### config.mk
export PLATFORM = sky130hd
export DESIGN_NAME = csrb_bank
export DESIGN_NICKNAME = d
export VERILOG_FILES = /design/src/rtl/csrb_pkg.sv /design/src/rtl/csrb_decode.sv /design/src/rtl/csrb_store.sv /design/src/rtl/csrb_rdmux.sv /design/src/rtl/csrb_bank.sv
export SDC_FILE = /design/constraint.sdc
export NUM_CORES = 1
export LEC_CHECK = 0
export ABC_AREA = 1
export BUFFER_PORTS_ARGS = -buffer_cell sky130_fd_sc_hd__buf_2
export CAP_MARGIN = 10
export CORE_MARGIN = 2
export CORE_UTILIZATION = 25
export DETAILED_ROUTE_END_ITERATION = 10
export PLACE_DENSITY = 0.63
export SYNTH_ARGS = -nofsm -noshare
export SYNTH_HDL_FRONTEND = slang
export SYNTH_SLANG_ARGS = --single-unit
### constraint.sdc
create_clock -name clk -period 1.5 [get_ports clk]
set_input_delay 0.3 -clock clk [delete_from_list [all_inputs] [get_ports clk]]
set_output_delay 0.3 -clock clk [all_outputs]
set_load 0.02 [all_outputs]
### src/rtl/csrb_pkg.sv
package csrb_pkg;

    localparam int DW  = 32;
    localparam int BEW = DW / 8;

    typedef logic [DW-1:0] word_t;

    function automatic word_t span(input int msb, input int lsb);
        word_t m;
        m = '0;
        for (int i = 0; i < DW; i++) begin
            if (i >= lsb && i <= msb) m[i] = 1'b1;
        end
        return m;
    endfunction

    // Field layout of the single register: ctl [7:0] rw, key [15:8] wo, ver [23:20] ro
    localparam word_t WM_SINGLE = span(15, 0);
    localparam word_t RM_SINGLE = span(7, 0) | span(23, 20);

    // Array element: lo [15:0] rw, hi [31:24] rw
    localparam word_t WM_ARRAY  = span(15, 0) | span(31, 24);
    localparam word_t RM_ARRAY  = WM_ARRAY;

    // Aliased register: mode [3:0], cnt [19:8], tag [31:28], all rw
    localparam word_t WM_DUAL     = span(3, 0) | span(19, 8) | span(31, 28);
    localparam word_t RM_DUAL_PRI = span(3, 0) | span(19, 8);
    localparam word_t RM_DUAL_ALT = span(3, 0) | span(31, 28);

    // Element order: 0 single, 1..arr_len array, arr_len+1 aliased
    function automatic word_t elem_wmask(input int e, input int arr_len);
        if (e == 0)       return WM_SINGLE;
        if (e <= arr_len) return WM_ARRAY;
        return WM_DUAL;
    endfunction

    // View order: 0 single, 1..arr_len array, arr_len+1 primary, arr_len+2 alias
    function automatic int view_elem(input int v, input int arr_len);
        if (v == 0)       return 0;
        if (v <= arr_len) return v;
        return arr_len + 1;
    endfunction

    function automatic word_t view_rmask(input int v, input int arr_len);
        if (v == 0)           return RM_SINGLE;
        if (v <= arr_len)     return RM_ARRAY;
        if (v == arr_len + 1) return RM_DUAL_PRI;
        return RM_DUAL_ALT;
    endfunction

endpackage

### src/rtl/csrb_decode.sv
module csrb_decode
    import csrb_pkg::*;
#(
    parameter int          ARR_LEN       = 2,
    parameter logic [31:0] SINGLE_ADDR   = 32'h00,
    parameter logic [31:0] ARR_BASE      = 32'h10,
    parameter logic [31:0] ARR_STRIDE    = 32'h4,
    parameter logic [31:0] DUAL_ADDR     = 32'h20,
    parameter logic [31:0] DUAL_ALT_ADDR = 32'h24,
    localparam int         N_ELEM        = ARR_LEN + 2,
    localparam int         N_VIEW        = ARR_LEN + 3
) (
    input  logic [31:0]       addr,
    input  logic              wr_vld,
    output logic [N_VIEW-1:0] view_hit,
    output logic [N_ELEM-1:0] wr_stb
);

    localparam int PRI_V = ARR_LEN + 1;
    localparam int ALT_V = ARR_LEN + 2;

    assign view_hit[0]     = (addr == SINGLE_ADDR);
    assign view_hit[PRI_V] = (addr == DUAL_ADDR);
    assign view_hit[ALT_V] = (addr == DUAL_ALT_ADDR);

    for (genvar i = 0; i < ARR_LEN; i++) begin : g_arr
        localparam logic [31:0] EL_ADDR = ARR_BASE + 32'(i) * ARR_STRIDE;
        assign view_hit[1+i] = (addr == EL_ADDR);
        assign wr_stb[1+i]   = wr_vld && view_hit[1+i];
    end

    assign wr_stb[0]        = wr_vld && view_hit[0];
    assign wr_stb[N_ELEM-1] = wr_vld && (view_hit[PRI_V] || view_hit[ALT_V]);

endmodule

### src/rtl/csrb_store.sv
module csrb_store
    import csrb_pkg::*;
#(
    parameter int                    ARR_LEN = 2,
    localparam int                   N_ELEM  = ARR_LEN + 2,
    parameter logic [N_ELEM*DW-1:0]  RST_VEC = '0
) (
    input  logic                         clk,
    input  logic                         rst_n,
    input  logic [N_ELEM-1:0]            wr_stb,
    input  logic [BEW-1:0]               byte_en,
    input  logic [DW-1:0]                wr_data,
    output logic [N_ELEM-1:0][DW-1:0]    elem_q
);

    typedef struct packed {
        logic [N_ELEM-1:0][DW-1:0] word;
    } bank_t;

    bank_t st_d, st_q;
    word_t bmask;

    always_comb begin
        bmask = '0;
        for (int b = 0; b < BEW; b++) begin
            bmask[8*b +: 8] = {8{byte_en[b]}};
        end
    end

    always_comb begin
        st_d = st_q;
        for (int e = 0; e < N_ELEM; e++) begin
            if (wr_stb[e]) begin
                st_d.word[e] = (st_q.word[e] & ~(elem_wmask(e, ARR_LEN) & bmask))
                             | (wr_data   &  (elem_wmask(e, ARR_LEN) & bmask));
            end
        end
    end

    always_ff @(posedge clk or negedge rst_n) begin
        if (!rst_n) begin
            st_q.word <= RST_VEC;
        end else begin
            st_q <= st_d;
        end
    end

    assign elem_q = st_q.word;

endmodule

### src/rtl/csrb_rdmux.sv
module csrb_rdmux
    import csrb_pkg::*;
#(
    parameter int  ARR_LEN = 2,
    localparam int N_ELEM  = ARR_LEN + 2,
    localparam int N_VIEW  = ARR_LEN + 3
) (
    input  logic [N_VIEW-1:0]         view_hit,
    input  logic [N_ELEM-1:0][DW-1:0] elem_q,
    output logic [DW-1:0]             rd_data
);

    always_comb begin
        rd_data = '0;
        for (int v = 0; v < N_VIEW; v++) begin
            if (view_hit[v]) begin
                rd_data = rd_data | (elem_q[view_elem(v, ARR_LEN)] & view_rmask(v, ARR_LEN));
            end
        end
    end

endmodule

### src/rtl/csrb_bank.sv
module csrb_bank
    import csrb_pkg::*;
#(
    parameter int          ARR_LEN       = 2,
    parameter logic [31:0] SINGLE_ADDR   = 32'h00,
    parameter logic [31:0] ARR_BASE      = 32'h10,
    parameter logic [31:0] ARR_STRIDE    = 32'h4,
    parameter logic [31:0] DUAL_ADDR     = 32'h20,
    parameter logic [31:0] DUAL_ALT_ADDR = 32'h24,
    parameter logic [7:0]  RST_CTL       = 8'h5A,
    parameter logic [3:0]  RST_VER       = 4'h9,
    parameter logic [15:0] RST_ARR_LO    = 16'h1234,
    parameter logic [7:0]  RST_ARR_HI    = 8'h00,
    parameter logic [3:0]  RST_MODE      = 4'h3,
    parameter logic [11:0] RST_CNT       = 12'h000,
    parameter logic [3:0]  RST_TAG       = 4'hF,
    localparam int         N_ELEM        = ARR_LEN + 2,
    localparam int         N_VIEW        = ARR_LEN + 3
) (
    input  logic                 clk,
    input  logic                 rst_n,
    input  logic                 wr_vld,
    input  logic [31:0]          addr,
    input  logic [3:0]           byte_en,
    input  logic [31:0]          wr_data,
    output logic [31:0]          rd_data,
    output logic [N_ELEM*32-1:0] reg_out
);

    localparam word_t RST_SINGLE = {8'h00, RST_VER, 12'h000, RST_CTL};
    localparam word_t RST_ARRAY  = {RST_ARR_HI, 8'h00, RST_ARR_LO};
    localparam word_t RST_DUAL   = {RST_TAG, 8'h00, RST_CNT, 4'h0, RST_MODE};
    localparam logic [N_ELEM*DW-1:0] RST_VEC = {RST_DUAL, {ARR_LEN{RST_ARRAY}}, RST_SINGLE};

    logic [N_VIEW-1:0]         view_hit;
    logic [N_ELEM-1:0]         wr_stb;
    logic [N_ELEM-1:0][DW-1:0] elem_q;

    csrb_decode #(
        .ARR_LEN      (ARR_LEN),
        .SINGLE_ADDR  (SINGLE_ADDR),
        .ARR_BASE     (ARR_BASE),
        .ARR_STRIDE   (ARR_STRIDE),
        .DUAL_ADDR    (DUAL_ADDR),
        .DUAL_ALT_ADDR(DUAL_ALT_ADDR)
    ) u_decode (
        .addr    (addr),
        .wr_vld  (wr_vld),
        .view_hit(view_hit),
        .wr_stb  (wr_stb)
    );

    csrb_store #(
        .ARR_LEN(ARR_LEN),
        .RST_VEC(RST_VEC)
    ) u_store (
        .clk    (clk),
        .rst_n  (rst_n),
        .wr_stb (wr_stb),
        .byte_en(byte_en),
        .wr_data(wr_data),
        .elem_q (elem_q)
    );

    csrb_rdmux #(
        .ARR_LEN(ARR_LEN)
    ) u_rdmux (
        .view_hit(view_hit),
        .elem_q  (elem_q),
        .rd_data (rd_data)
    );

    assign reg_out = elem_q;

endmodule

# ---- Word level (Yosys, flattened, before mapping)
# Cells that the tools add are included.
dict set report classes {
  mux 48
  bitwise_logic 27
  order_cmp 3
  n_eq_ne 4
  n_reduce_logical 6
}
# op n
set ops {}
lappend ops {{$mux 32} 25}
lappend ops {{$and 32x32->32} 15}
lappend ops {{$or 32x32->32} 8}
lappend ops {{$bmux 32 s2} 3}
lappend ops {{$mux 28} 6}
lappend ops {{$not 32->32} 4}
lappend ops {{$lt 32x4->1 const B} 3}
lappend ops {{$eq 32x5->1 const B} 2}
lappend ops {{$eq 32x6->1 const B} 2}
lappend ops {{$logic_not 32->1} 1}
lappend ops {{$mux 1} 12}
lappend ops {{$logic_and 1x1->1} 4}
lappend ops {{$mux 2} 2}
lappend ops {{$logic_or 1x1->1} 1}
dict set report totals {
  out_inout_bits 160
  inputBits 71
  reg_bits 128
}

# ---- Depth between registers and ports, before layout
dict set report depth {
  depth_word 20
  mapped_depth 10
}

# ---- Cells and area by module
# From an unflattened synthesis, not the netlist that was laid out.
dict set report unflattened {
  cells_unflattened 598
  hier_area_um2 4514.3
}
# mod area_per_inst_um2 cells_per_inst instances
set modules_own_cells {}
lappend modules_own_cells {csrb_store 3666.0 413 1}
lappend modules_own_cells {csrb_rdmux 555.5 130 1}
lappend modules_own_cells {csrb_decode 292.8 55 1}

# ---- Worst setup path before layout
# Ideal clock, no wire load.
dict set report synth_path {
  kind {in2out}
  start {in addr[15]}
  end {out rd_data[2]}
  path_slack_ns -0.214
  n_path_buf 1
  required_ns 1.200
  t_arrival_ns 1.414
  stages 8
  path_cell_list {nor2_1 nand2_1 nor2_4 nand2_1 a21oi_4 buf_4 nand2_1 nand4_1}
}
dict set report synth_via {
  elab_chain_cells 10
  word_cells_on_any_way 14
}
# item line
set synth_rtl {}
lappend synth_rtl {{start: declaration} csrb_bank.sv:23} ;# input logic [31:0] addr,
lappend synth_rtl {{$logic_not 32->1} csrb_decode.sv:22} ;# assign view_hit[0] = (addr == SINGLE_ADDR);
lappend synth_rtl {{$mux 32} csrb_rdmux.sv:16} ;# if (view_hit[v]) begin
lappend synth_rtl {{$or 32x32->32} csrb_rdmux.sv:17} ;# rd_data = rd_data | (elem_q[view_elem(v, ARR_LEN)] & view_rmask(v, ARR_LEN));
lappend synth_rtl {{$mux 32} csrb_rdmux.sv:16}
lappend synth_rtl {{$or 32x32->32} csrb_rdmux.sv:17}
lappend synth_rtl {{$mux 32} csrb_rdmux.sv:16}
lappend synth_rtl {{$or 32x32->32} csrb_rdmux.sv:17}
lappend synth_rtl {{$mux 32} csrb_rdmux.sv:16}
lappend synth_rtl {{$or 32x32->32} csrb_rdmux.sv:17}
lappend synth_rtl {{$mux 32 *} csrb_rdmux.sv:16}
lappend synth_rtl {{end: declaration} csrb_bank.sv:26} ;# output logic [31:0] rd_data,
# Mark *: on every way between the ends. The rest lies on a longest branch, timed or not.

# ---- Worst setup path in the final report
dict set report layout_path {
  start {in addr[16]}
  end {out rd_data[29]}
}
# Same word-level chain as after synthesis.

==> flow_metrics.py <==
metrics = {
    "timing": {
        "final-max-slew-violation-count": 0,
        "timing.final.crit_share_pct": 131,
        "grt_setup_unrepaired": "yes",
        "hold_viol_final": 0,
        "fmax_mhz": 510,
        "fin_ws_ns": -0.462,
        "hold_ws_ns": 0.188,
        "fin_skew_ns": 0,
        "min_period_ns": 1.96,
        "finalSetupViolCount": 102,
    },
    "placed_design": {
        "dpl.cell_count": 952,
        "dp_hpwl_mm": 10.6,
        "placed_cell_area_mm2": 0.00585,
        "pre_cts_ws_ns": -0.479,
        "place.gp.congestion": 0.861,
        "port_buffers": 180,
    },
    "layout": {
        "layout.cells.non_filler": 995,
        "final_cell_mix": "buf_2, nand2_1, dfrtp_1",
        "syn2layout_area_growth_pct": 64.5,
        "nets": 836,
        "fillers": 1705,
        "final_common_cell": "buf_2",
        "multi_input_area_mm2": 0.00241,
        "diodes": 0,
        "seqCellArea_mm2": 0.00213,
        "design_area_mm2": 0.00725,
        "layout-drive-gt1-share_pct": 51.6,
    },
    "clocking": {
        "tritoncts": "built",
        "numCtsBuffers": 9,
        "htree_levels": 3,
        "clock-sinks": 84,
        "clockBufferDepth": 2,
        "clkSlewWorstSetupHoldPaths_ns": 0.06,
        "clock_latency_ns": 0.34,
        "clockRootBuffer": "clkbuf_16",
    },
    "grt": {
        "grt_max_degree": 35,
        "grt_overflow": 0,
        "grt_first_pass_wirelength_mm": 21.7,
        "grt_pass1_vias": 3856,
        "antenna_found_initial": 0,
        "gr-usage-all-layers_pct": 15.4,
    },
    "routing": {
        "vias": 4436,
        "drc": 0,
        "dr.pass1.iters": 4,
        "vias_per_cell": 4.46,
        "drt_iter0_markers": 171,
        "drt-total-wl_mm": 16.1,
        "wl_per_cell_um": 16.1,
        "ant_nets": 0,
    },
    "worst_setup_path": {
        "worstSetupStartpointType": "input pin",
        "worst_setup_path_end_kind": "output pin",
        "crit_arrival_ns": 1.66,
        "worstSetupPathType": "input pin to output pin",
        "cp.required_ns": 1.20,
        "path_max_fanout": 10,
    },
    "die": {
        "die_w_um": 137,
        "start_util_pct": 25.5,
        "die_y_um": 137,
        "rows": 48,
        "die_area_mm2": 0.0187,
        "ios": 231,
        "core_mm2": 0.0173,
    },
    "power": {
        "power.leakage_nw": 3.89,
        "ir_drop_v": 0.000472,
        "cellPowerDensity_mw_per_mm2": 662,
        "finalPower_mw": 4.80,
    },
    "job": {
        "maxCapViolations": 0,
    },
    "status": {
        "status": "finished, violations left",
        "violations": "setup timing",
    },
    "worst_hold_path": {
        "hp-class": "input pin to flop",
    },
    "synth": {
        "async_flop_share_pct": 100,
        "syn_avg_cell_area_um2": 8.15,
        "synth_edf_count": 0,
        "ys_ff_latch": 84,
        "yosysTopAreaCell": "dfrtp_1",
        "synth_top_area_share_pct": 36.3,
        "synth_area_leaders": "dfrtp_1, nand2_1, dfstp_2",
        "synth-seq-area-share_pct": 48.3,
        "netlist_instances": 541,
        "synthFlopType": "dfrtp_1",
        "syn_area_mm2": 0.00441,
        "yosysWarningCount": 0,
        "synth_cell_types": 24,
    },
}
Yosys cell counts, types with 3 or more instances:
cell	number
buf_2	13
dfrtp_1	64
dfstp_2	20
nand2_1	175
o21ai_1	48
nor3_1	3
nand4_1	24
buf_4	49
nand3_1	41
nor2_1	25
nand3_2	9
nor2_4	4
o21ai_0	8
clkbuf_1	4
inv_1	34
o21ai_2	8
worst max-delay path: stages:
cell	delay (ns)
buf_6	0.09
nor2_1	0.10
nand2_1	0.10
nor2_4	0.11
nand2_4	0.09
buf_6	0.13
nor3_4	0.14
buf_12	0.15
clkbuf_16	0.17
nand2_1	0.07
nand3_2	0.08
buf_6	0.12
report_power, final:
part / switching [mW] / leakage (nW) / internal (mW)
Combinational: 0.302 / 2.65 / 0.123
Sequential: 0.0000000132 / 1.10 / 2.27
Clock: 0.977 / 0.134 / 1.13
path summary, 6_finish.rpt:
kind,startpoint,endpoint,slack [ns],depth (start not counted)
setup / recovery,addr[16],rd_data[29],-0.46,12
hold / removal,wr_data[28],flop,0.19,3
setup reg to reg,flop,flop,0.74,2
hold reg to reg,flop,flop,0.47,2
max in group asynchronous,rst_n,asynchronous set/reset pin,0.57,3
min in group asynchronous,rst_n,asynchronous set/reset pin,0.38,2
metal layers:
layer / track usage (%) / share of wire [%] / up-vias
met4: 5.21 / 1.6 / 0
met2: 24.8 / 50 / 146
met5: 0 / 0 / -
li1: - / - / 2125
met3: 3.52 / 5.5 / 14
met1: 20.3 / 43 / 2151
logic make-up (layout without fill, tap and decap cells):
group / count (synthesis) / after routing / synth area share [%]
other: 2 / 46 / 0.170
AOI/OAI and AO/OA: 65 / 65 / 8.32
buffers and inverters: 105 / 289 / 13.8
DFF: 84 / 84 / 48.3
and+or+nand+nor: 285 / 286 / 29.4
what timing repair did:
action	in CTS	in global routing
cloned	2	9
resized for setup	55	141
endpoints found under the setup margin	38	114
buffers inserted	7	10
hold buffers	1	0
endpoints found under the hold margin	11	0
pin swaps	5	33
per-stage QoR:
step,utilization [%],setup TNS [ns]
after global routing,41.9,-27.82
final,41.9,-17.93
after CTS,37.1,-12.70
after floorplan,-,-2.36
after detailed placement,33.8,-35.89
after global placement,33.8,-34.12
area by class of cell:
| cell class | instances | area share, % |
|---|---|---|
| clock buffers | 9 | 3.11 |
| clock inverters | 7 | 0.690 |
| inverters | 37 | 2.00 |
| multi-input cells | 397 | 33.2 |
| flip-flops and latches | 84 | 29.3 |
| well taps | 225 | 3.88 |
| repair buffers | 236 | 27.7 |
No activity file was read; power rests on OpenSTA's default activity.
